--- src/rtl/rtc_timebase_pkg.sv ---
package rtc_timebase_pkg;

  localparam int NUM_AL = 2;

  // register byte offsets
  localparam int OFF_CNT  = 'h00;
  localparam int OFF_STAT = 'h08;
  localparam int OFF_DIV  = 'h0C;
  localparam int OFF_CSEL = 'h1C;
  localparam int OFF_SCR  = 'h40;
  localparam int AL_OFF    [NUM_AL] = '{'h04, 'h18};

  // status word bit positions
  localparam int ST_HZ_EV = 1;
  localparam int ST_HZ_EN = 3;
  localparam int AL_EV_BIT [NUM_AL] = '{0, 4};
  localparam int AL_EN_BIT [NUM_AL] = '{2, 6};

  localparam int        CSEL_W   = 2;
  localparam logic [1:0] CSEL_RUN = 2'd3;

  typedef struct packed {
    logic cnt;
    logic stat;
    logic div;
    logic csel;
    logic scr;
  } wr_dec_t;

endpackage

--- src/rtl/rtc_rst_sync.sv ---
module rtc_rst_sync (
  input  logic clk,
  input  logic rst_n,
  output logic rst_n_sync
);
  logic [1:0] sync_q;
  logic [1:0] sync_d;

  always_comb sync_d = {sync_q[0], 1'b1};

  always_ff @(posedge clk or negedge rst_n) begin
    if (!rst_n) sync_q <= '0;
    else        sync_q <= sync_d;
  end

  assign rst_n_sync = sync_q[1];
endmodule

--- src/rtl/rtc_prescaler.sv ---
module rtc_prescaler #(
  parameter int DIV_W = 16
) (
  input  logic             clk,
  input  logic             rst_n,
  input  logic             tick_en,
  input  logic             run,
  input  logic             restart,
  input  logic [DIV_W-1:0] div,
  output logic             step
);
  localparam int PRE_W = DIV_W + 1;

  logic [PRE_W-1:0] pre_q;
  logic [PRE_W-1:0] pre_d;
  logic [PRE_W-1:0] limit;
  logic             at_lim;
  logic             adv;

  // period is 2*(div+1) pulses: count 0 .. 2*div+1
  assign limit  = {div, 1'b1};
  assign at_lim = (pre_q == limit);
  assign adv    = tick_en & run;
  assign step   = adv & at_lim & ~restart;

  always_comb begin
    pre_d = pre_q;
    if (restart)     pre_d = '0;
    else if (adv)    pre_d = at_lim ? '0 : pre_q + PRE_W'(1);
  end

  always_ff @(posedge clk or negedge rst_n) begin
    if (!rst_n) pre_q <= '0;
    else        pre_q <= pre_d;
  end
endmodule

--- src/rtl/rtc_count_core.sv ---
module rtc_count_core #(
  parameter int DATA_W = 32,
  parameter int NUM_AL = 2
) (
  input  logic              clk,
  input  logic              rst_n,
  input  logic              load,
  input  logic [DATA_W-1:0] load_val,
  input  logic              step,
  input  logic [DATA_W-1:0] alarm [NUM_AL],
  output logic [DATA_W-1:0] cnt_q,
  output logic [NUM_AL-1:0] al_hit
);
  logic [DATA_W-1:0] cnt_inc;
  logic [DATA_W-1:0] cnt_d;

  assign cnt_inc = cnt_q + DATA_W'(1);

  always_comb begin
    cnt_d = cnt_q;
    if (load)      cnt_d = load_val;
    else if (step) cnt_d = cnt_inc;
  end

  always_ff @(posedge clk or negedge rst_n) begin
    if (!rst_n) cnt_q <= '0;
    else        cnt_q <= cnt_d;
  end

  // compare against the value the counter is about to take
  for (genvar i = 0; i < NUM_AL; i++) begin : g_match
    assign al_hit[i] = step & (cnt_inc == alarm[i]);
  end
endmodule

--- src/rtl/rtc_status_regs.sv ---
module rtc_status_regs #(
  parameter int DATA_W = 32,
  parameter int NUM_AL = 2
) (
  input  logic              clk,
  input  logic              rst_n,
  input  logic              wr,
  input  logic [DATA_W-1:0] wdata,
  input  logic              step,
  input  logic [NUM_AL-1:0] al_hit,
  output logic [DATA_W-1:0] status,
  output logic              irq
);
  import rtc_timebase_pkg::*;

  logic [NUM_AL-1:0] al_ev_q, al_ev_d, al_en_q, al_en_d;
  logic              hz_ev_q, hz_ev_d, hz_en_q, hz_en_d;
  logic [NUM_AL-1:0] al_pend;

  for (genvar i = 0; i < NUM_AL; i++) begin : g_al
    logic set_i, clr_i;
    assign set_i      = al_hit[i] & al_en_q[i];
    assign clr_i      = wr & wdata[AL_EV_BIT[i]];
    assign al_ev_d[i] = set_i | (al_ev_q[i] & ~clr_i);
    assign al_en_d[i] = wr ? wdata[AL_EN_BIT[i]] : al_en_q[i];
    assign al_pend[i] = al_ev_q[i] & al_en_q[i];
  end

  always_comb begin
    hz_ev_d = (step & hz_en_q) | (hz_ev_q & ~(wr & wdata[ST_HZ_EV]));
    hz_en_d = wr ? wdata[ST_HZ_EN] : hz_en_q;
  end

  always_ff @(posedge clk or negedge rst_n) begin
    if (!rst_n) begin
      al_ev_q <= '0;
      al_en_q <= '0;
      hz_ev_q <= 1'b0;
      hz_en_q <= 1'b0;
    end else begin
      al_ev_q <= al_ev_d;
      al_en_q <= al_en_d;
      hz_ev_q <= hz_ev_d;
      hz_en_q <= hz_en_d;
    end
  end

  always_comb begin
    status = '0;
    status[ST_HZ_EV] = hz_ev_q;
    status[ST_HZ_EN] = hz_en_q;
    for (int i = 0; i < NUM_AL; i++) begin
      status[AL_EV_BIT[i]] = al_ev_q[i];
      status[AL_EN_BIT[i]] = al_en_q[i];
    end
  end

  assign irq = (|al_pend) | (hz_ev_q & hz_en_q);
endmodule

--- src/rtl/rtc_timebase.sv ---
module rtc_timebase #(
  parameter int ADDR_W = 8,
  parameter int DATA_W = 32,
  parameter int DIV_W  = 16
) (
  input  logic              clk,
  input  logic              rst_n,
  input  logic              tick32k_en,
  input  logic [ADDR_W-1:0] bus_addr,
  input  logic              bus_wr,
  input  logic              bus_rd,
  input  logic [DATA_W-1:0] bus_wdata,
  output logic [DATA_W-1:0] bus_rdata,
  output logic              irq
);
  import rtc_timebase_pkg::*;

  logic              rst_n_s;
  wr_dec_t           wdec;
  logic [NUM_AL-1:0] wr_al;
  logic [DATA_W-1:0] al_q [NUM_AL];
  logic [DATA_W-1:0] al_d [NUM_AL];
  logic [DIV_W-1:0]  div_q, div_d;
  logic [CSEL_W-1:0] csel_q, csel_d;
  logic [DATA_W-1:0] scr_q, scr_d;
  logic [DATA_W-1:0] cnt_q;
  logic [DATA_W-1:0] status_w;
  logic [NUM_AL-1:0] al_hit;
  logic              run;
  logic              step;
  logic [DATA_W-1:0] rd_mux;

  rtc_rst_sync u_rst (.clk(clk), .rst_n(rst_n), .rst_n_sync(rst_n_s));

  // write decode
  always_comb begin
    wdec.cnt  = bus_wr & (bus_addr == ADDR_W'(OFF_CNT));
    wdec.stat = bus_wr & (bus_addr == ADDR_W'(OFF_STAT));
    wdec.div  = bus_wr & (bus_addr == ADDR_W'(OFF_DIV));
    wdec.csel = bus_wr & (bus_addr == ADDR_W'(OFF_CSEL));
    wdec.scr  = bus_wr & (bus_addr == ADDR_W'(OFF_SCR));
  end

  for (genvar i = 0; i < NUM_AL; i++) begin : g_alreg
    assign wr_al[i] = bus_wr & (bus_addr == ADDR_W'(AL_OFF[i]));
    assign al_d[i]  = wr_al[i] ? bus_wdata : al_q[i];
    always_ff @(posedge clk or negedge rst_n_s) begin
      if (!rst_n_s) al_q[i] <= '0;
      else          al_q[i] <= al_d[i];
    end
  end

  always_comb begin
    div_d  = wdec.div  ? bus_wdata[DIV_W-1:0]  : div_q;
    csel_d = wdec.csel ? bus_wdata[CSEL_W-1:0] : csel_q;
    scr_d  = wdec.scr  ? bus_wdata             : scr_q;
  end

  always_ff @(posedge clk or negedge rst_n_s) begin
    if (!rst_n_s) begin
      div_q  <= '0;
      csel_q <= '0;
      scr_q  <= '0;
    end else begin
      div_q  <= div_d;
      csel_q <= csel_d;
      scr_q  <= scr_d;
    end
  end

  assign run = (csel_q == CSEL_RUN);

  rtc_prescaler #(.DIV_W(DIV_W)) u_pre (
    .clk(clk), .rst_n(rst_n_s), .tick_en(tick32k_en), .run(run),
    .restart(wdec.cnt | wdec.div), .div(div_q), .step(step)
  );

  rtc_count_core #(.DATA_W(DATA_W), .NUM_AL(NUM_AL)) u_core (
    .clk(clk), .rst_n(rst_n_s), .load(wdec.cnt), .load_val(bus_wdata),
    .step(step), .alarm(al_q), .cnt_q(cnt_q), .al_hit(al_hit)
  );

  rtc_status_regs #(.DATA_W(DATA_W), .NUM_AL(NUM_AL)) u_stat (
    .clk(clk), .rst_n(rst_n_s), .wr(wdec.stat), .wdata(bus_wdata),
    .step(step), .al_hit(al_hit), .status(status_w), .irq(irq)
  );

  // read mux
  always_comb begin
    rd_mux = '0;
    if (bus_addr == ADDR_W'(OFF_CNT))  rd_mux = cnt_q;
    if (bus_addr == ADDR_W'(OFF_STAT)) rd_mux = status_w;
    if (bus_addr == ADDR_W'(OFF_DIV))  rd_mux = DATA_W'(div_q);
    if (bus_addr == ADDR_W'(OFF_CSEL)) rd_mux = DATA_W'(csel_q);
    if (bus_addr == ADDR_W'(OFF_SCR))  rd_mux = scr_q;
    for (int i = 0; i < NUM_AL; i++)
      if (bus_addr == ADDR_W'(AL_OFF[i])) rd_mux = al_q[i];
  end

  assign bus_rdata = bus_rd ? rd_mux : '0;
endmodule

--- config.mk ---
export PLATFORM = sky130hd
export DESIGN_NAME = rtc_timebase
export DESIGN_NICKNAME = d
export VERILOG_FILES = /design/src/rtl/rtc_timebase_pkg.sv /design/src/rtl/rtc_rst_sync.sv /design/src/rtl/rtc_prescaler.sv /design/src/rtl/rtc_count_core.sv /design/src/rtl/rtc_status_regs.sv /design/src/rtl/rtc_timebase.sv
export SDC_FILE = /design/constraint.sdc
export NUM_CORES = 1
export LEC_CHECK = 0
export ABC_AREA = 1
export ABC_CLOCK_PERIOD_IN_PS = 6350
export CORE_MARGIN = 3
export CORE_UTILIZATION = 55
export DETAILED_ROUTE_END_ITERATION = 16
export DONT_BUFFER_PORTS = 1
export PLACE_DENSITY_LB_ADDON = 0.05
export SLEW_MARGIN = 10
export SYNTH_ARGS = -nofsm -noshare
export SYNTH_HDL_FRONTEND = slang
export SYNTH_SLANG_ARGS = --single-unit
--- constraint.sdc ---
create_clock -name clk -period 6.35 [get_ports clk]
set_input_delay 0.9525 -clock clk [delete_from_list [all_inputs] [get_ports clk]]
set_output_delay 0.9525 -clock clk [all_outputs]
set_load 0.01 [all_outputs]
==> results.cfg <==
[placed_design]
dp_hpwl_um = 23000
pre_cts_ws_ns = 1.97
gp_congestion = 0.955
io_buffers = 0

[grt]
grt_overflow = 0
grt_max_degree = 75
grt_use_met3_pct = 7.43
grt_usage_pct = 31.0
grt-busiest-layer = met1
antenna_found_initial = 0
grt_use_met2_pct = 45.4
grt_pass1_wl_um = 52100
met1_usage_pct = 46.1
grt_pass1_vias = 9362

[logic_synthesis]
syn-instance-count = 1526
synth_top_family_by_area = simple AND/OR/NAND/NOR gates
synthMuxAreaShare_pct = 0
synth_cell_types = 43
yosysWarningCount = 0
synth_area_sq_mm = 0.0107
syn_nets = 1573
synth-seq-cells = 171
ys_seq_area_share_pct = 40.1
synthAdderAreaFrac_pct = 0.235
synth-compound-area-share_pct = 16.4
synth-simple-area-share_pct = 33.5
syn_area_per_cell_sq_um = 6.99
synth-xor-area-share_pct = 1.98

[clock_tree]
cts_tree = done
cts.clk_slew.worst_paths_ns = 0.07
cts_root_buf = clkbuf_16
clock_sinks = 171
clk_path_buf_depth = 2
cts_setup_buffers = 0
post_cts_resized = 0
hold_buffers = 0
numCtsBuffers = 17
htreeDepth = 4
clock_latency_ns = 0.43

[worst_setup_path]
slowest_delay_ns = 0.89
end_kind = output pin
arrival_ns = 3.48
reg2reg_depth = 15
cp_cell_sequence = nor2_1, nand2_1, nor2_4, clkinv_1, o22ai_1, a21oi_1, a221oi_1
cp-start-kind = input pin
cp_data_required_time_ns = 5.40
crit_path_max_fanout = 28
rrSetupSlack_ns = 3.77
cpMaxStageDelayCell = clkinv_1
crit_type = input pin to output pin

[cells_and_area]
areaGrowthSynthToFinish_pct = 7.00
fill_cells = 1840
finalNetCount = 1546
drive_gt1_share_pct = 6.22
diodes = 0
fin_util_pct = 60.4

[power]
power_density_mw_per_mm2 = 220
p_leak_nw = 5.34
vdd.ir_drop.worst_uv = 200

[floorplanning]
dieArea_sq_mm = 0.0211
rows = 50
fp.dieH_um = 145
io_pins = 78
die_x_um = 145
coreArea_sq_mm = 0.0189
start_util_pct = 56.5

[sta]
layout_min_cycle_time_ns = 4.43
hold_slack_ns = 0.207
period_share_pct = 69.8
finalMaxSlewViolations = 0
hold_violations = 0
setup_viol = 0
finalSetupTns_ns = 0
fmax_ghz = 0.226
fin_skew_ns = 0.0131
rsz0062_at_grt = no
maxSlewHeadroom_pct = 19.2
setup_ws_ns = 1.92
worst_slew_pin_slew_ns = 1.21

[run]
maxCapViolCount = 0

[min_path]
hold_class = input pin to asynchronous set/reset pin

[drt]
vias = 10200
ant_nets = 0
drt_iter0_drc = 1089
drt_first_pass_iters = 6
drc = 0
avgRoutedWirePerCell_um = 18.2
finalWirelength_um = 32300
vias_per_cell = 5.76

[status]
status = finished clean
## path summary, 6_finish.rpt
check / from / endpoint
setup / recovery: bus_addr[7] / bus_rdata[14]
hold / removal: rst_n / u_rst.sync_q[1]$_DFF_PN0_
setup reg to reg: u_core.cnt_q[0]$_DFFE_PN0P_ / u_stat.al_ev_q[1]$_DFF_PN0_
hold reg to reg: u_rst.sync_q[1]$_DFF_PN0_ / csel_q[1]$_DFFE_PN0P_
max in group asynchronous: u_rst.sync_q[1]$_DFF_PN0_ / scr_q[13]$_DFFE_PN0P_
min in group clk: u_rst.sync_q[0]$_DFF_PN0_ / u_rst.sync_q[1]$_DFF_PN0_
## metal layers
layer / part of all wire, % / routed length, um
met5: 0 / 0
met4: 2.1 / 664
met3: 9.7 / 3140
met2: 42 / 13600
met1: 46 / 14900
## sequential cells by signal, indices dropped and copies added (netlist names)
name,cells
al_q,64
u_stat.al_ev_q,2
u_pre.pre_q,17
u_core.cnt_q,32
u_rst.sync_q,2
div_q,16
scr_q,32
u_stat.hz_ev_q,1
u_stat.hz_en_q,1
u_stat.al_en_q,2
csel_q,2
## worst max-delay path, delay by kind of cell
kind / cells / cell delay [ns]
AOI/OAI and AO/OA: 3 / 1.10
buffers and inverters: 1 / 0.89
and+or+nand+nor: 3 / 0.51
## logic make-up (layout without fill, tap and decap cells)
| logic type | after synthesis | after routing |
|---|---|---|
| buffers and inverters | 214 | 199 |
| AO/OA/AOI/OAI | 311 | 311 |
| other | 1 | 1 |
| XOR/XNOR | 21 | 21 |
| AND/OR/NAND/NOR | 806 | 806 |
| flip-flops | 171 | 171 |
| adder cells (fa/ha/maj) | 2 | 2 |
## through the flow
stage                     cell area (sq um)  instances  total power [mW]
after floorplan                       10700       1526              1.39
after global routing                  11400       1771              2.61
after global placement                10800       1740              1.46
final                                 11400       1771              2.51
after detailed placement              10800       1740              1.47
after CTS                             11400       1771              2.52
## layout make-up
cell class / instances / area, sq um / area share [%]
clock buffers: 19 / 443 / 3.88
clock inverters: 12 / 138 / 1.21
inverters: 161 / 604 / 5.29
multi-input cells: 1141 / 5570 / 48.8
flip-flops and latches: 171 / 4280 / 37.5
well taps: 260 / 325 / 2.85
repair buffers: 7 / 52.6 / 0.460
## placed cells by master (no fill, tap or decap), types with 2 or more instances in the layout
cell / n
a21oi_1: 55
a221oi_1: 12
a31oi_1: 5
and2_1: 2
buf_4: 7
bufinv_16: 2
clkbuf_16: 17
clkinv_1: 2
clkinv_2: 2
clkinv_4: 2
clkinvlp_4: 2
dfrtp_1: 170
ha_1: 2
inv_1: 157
inv_2: 2
inv_6: 4
nand2_1: 503
nand2_2: 21
nand2_4: 6
nand3_1: 77
nand3_2: 4
nand3b_1: 25
nand4_1: 14
nor2_1: 120
nor2_2: 6
nor2_4: 9
nor2_8: 5
nor3_1: 9
nor4_1: 2
o2111ai_1: 4
o211ai_1: 26
o21ai_0: 173
o21ai_1: 3
o221ai_1: 4
o22ai_1: 25
xnor2_1: 9
xnor3_1: 2
xor2_1: 10
## cell usage after synthesis, drive strengths merged
master	number	share of area, %
nor3b	1	0.12
a21oi	55	2.6
nand3	81	4.0
nand4	15	0.94
o2111ai	4	0.33
nand3b	25	1.8
a31oi	5	0.29
xnor3	2	0.42
o211ai	26	1.8
a2bb2oi	1	0.082
o31ai	1	0.070
nor2	140	6.5
nor3	9	0.42
o22ai	25	1.5
and3b	1	0.082
nand2	530	19
dfrtp	171	40
xor2	10	0.82
o221ai	4	0.33
and2	2	0.12
o21a	1	0.070
a221oi	12	0.99
nor4	2	0.12
conb	1	0.035
clkinv	2	0.070
ha	2	0.23
xnor2	9	0.74
clkbuf	37	1.3
inv	159	5.6
buf	16	0.79
o21ai	177	8.3
## power by group
group / total [mW] / switching (mW) / internal (mW)
clock: 1.06 / 0.466 / 0.593
sequential: 1.21 / 0.0649 / 1.14
combinational: 0.245 / 0.161 / 0.0840
Note: power is estimated with default switching activity, not from simulation.
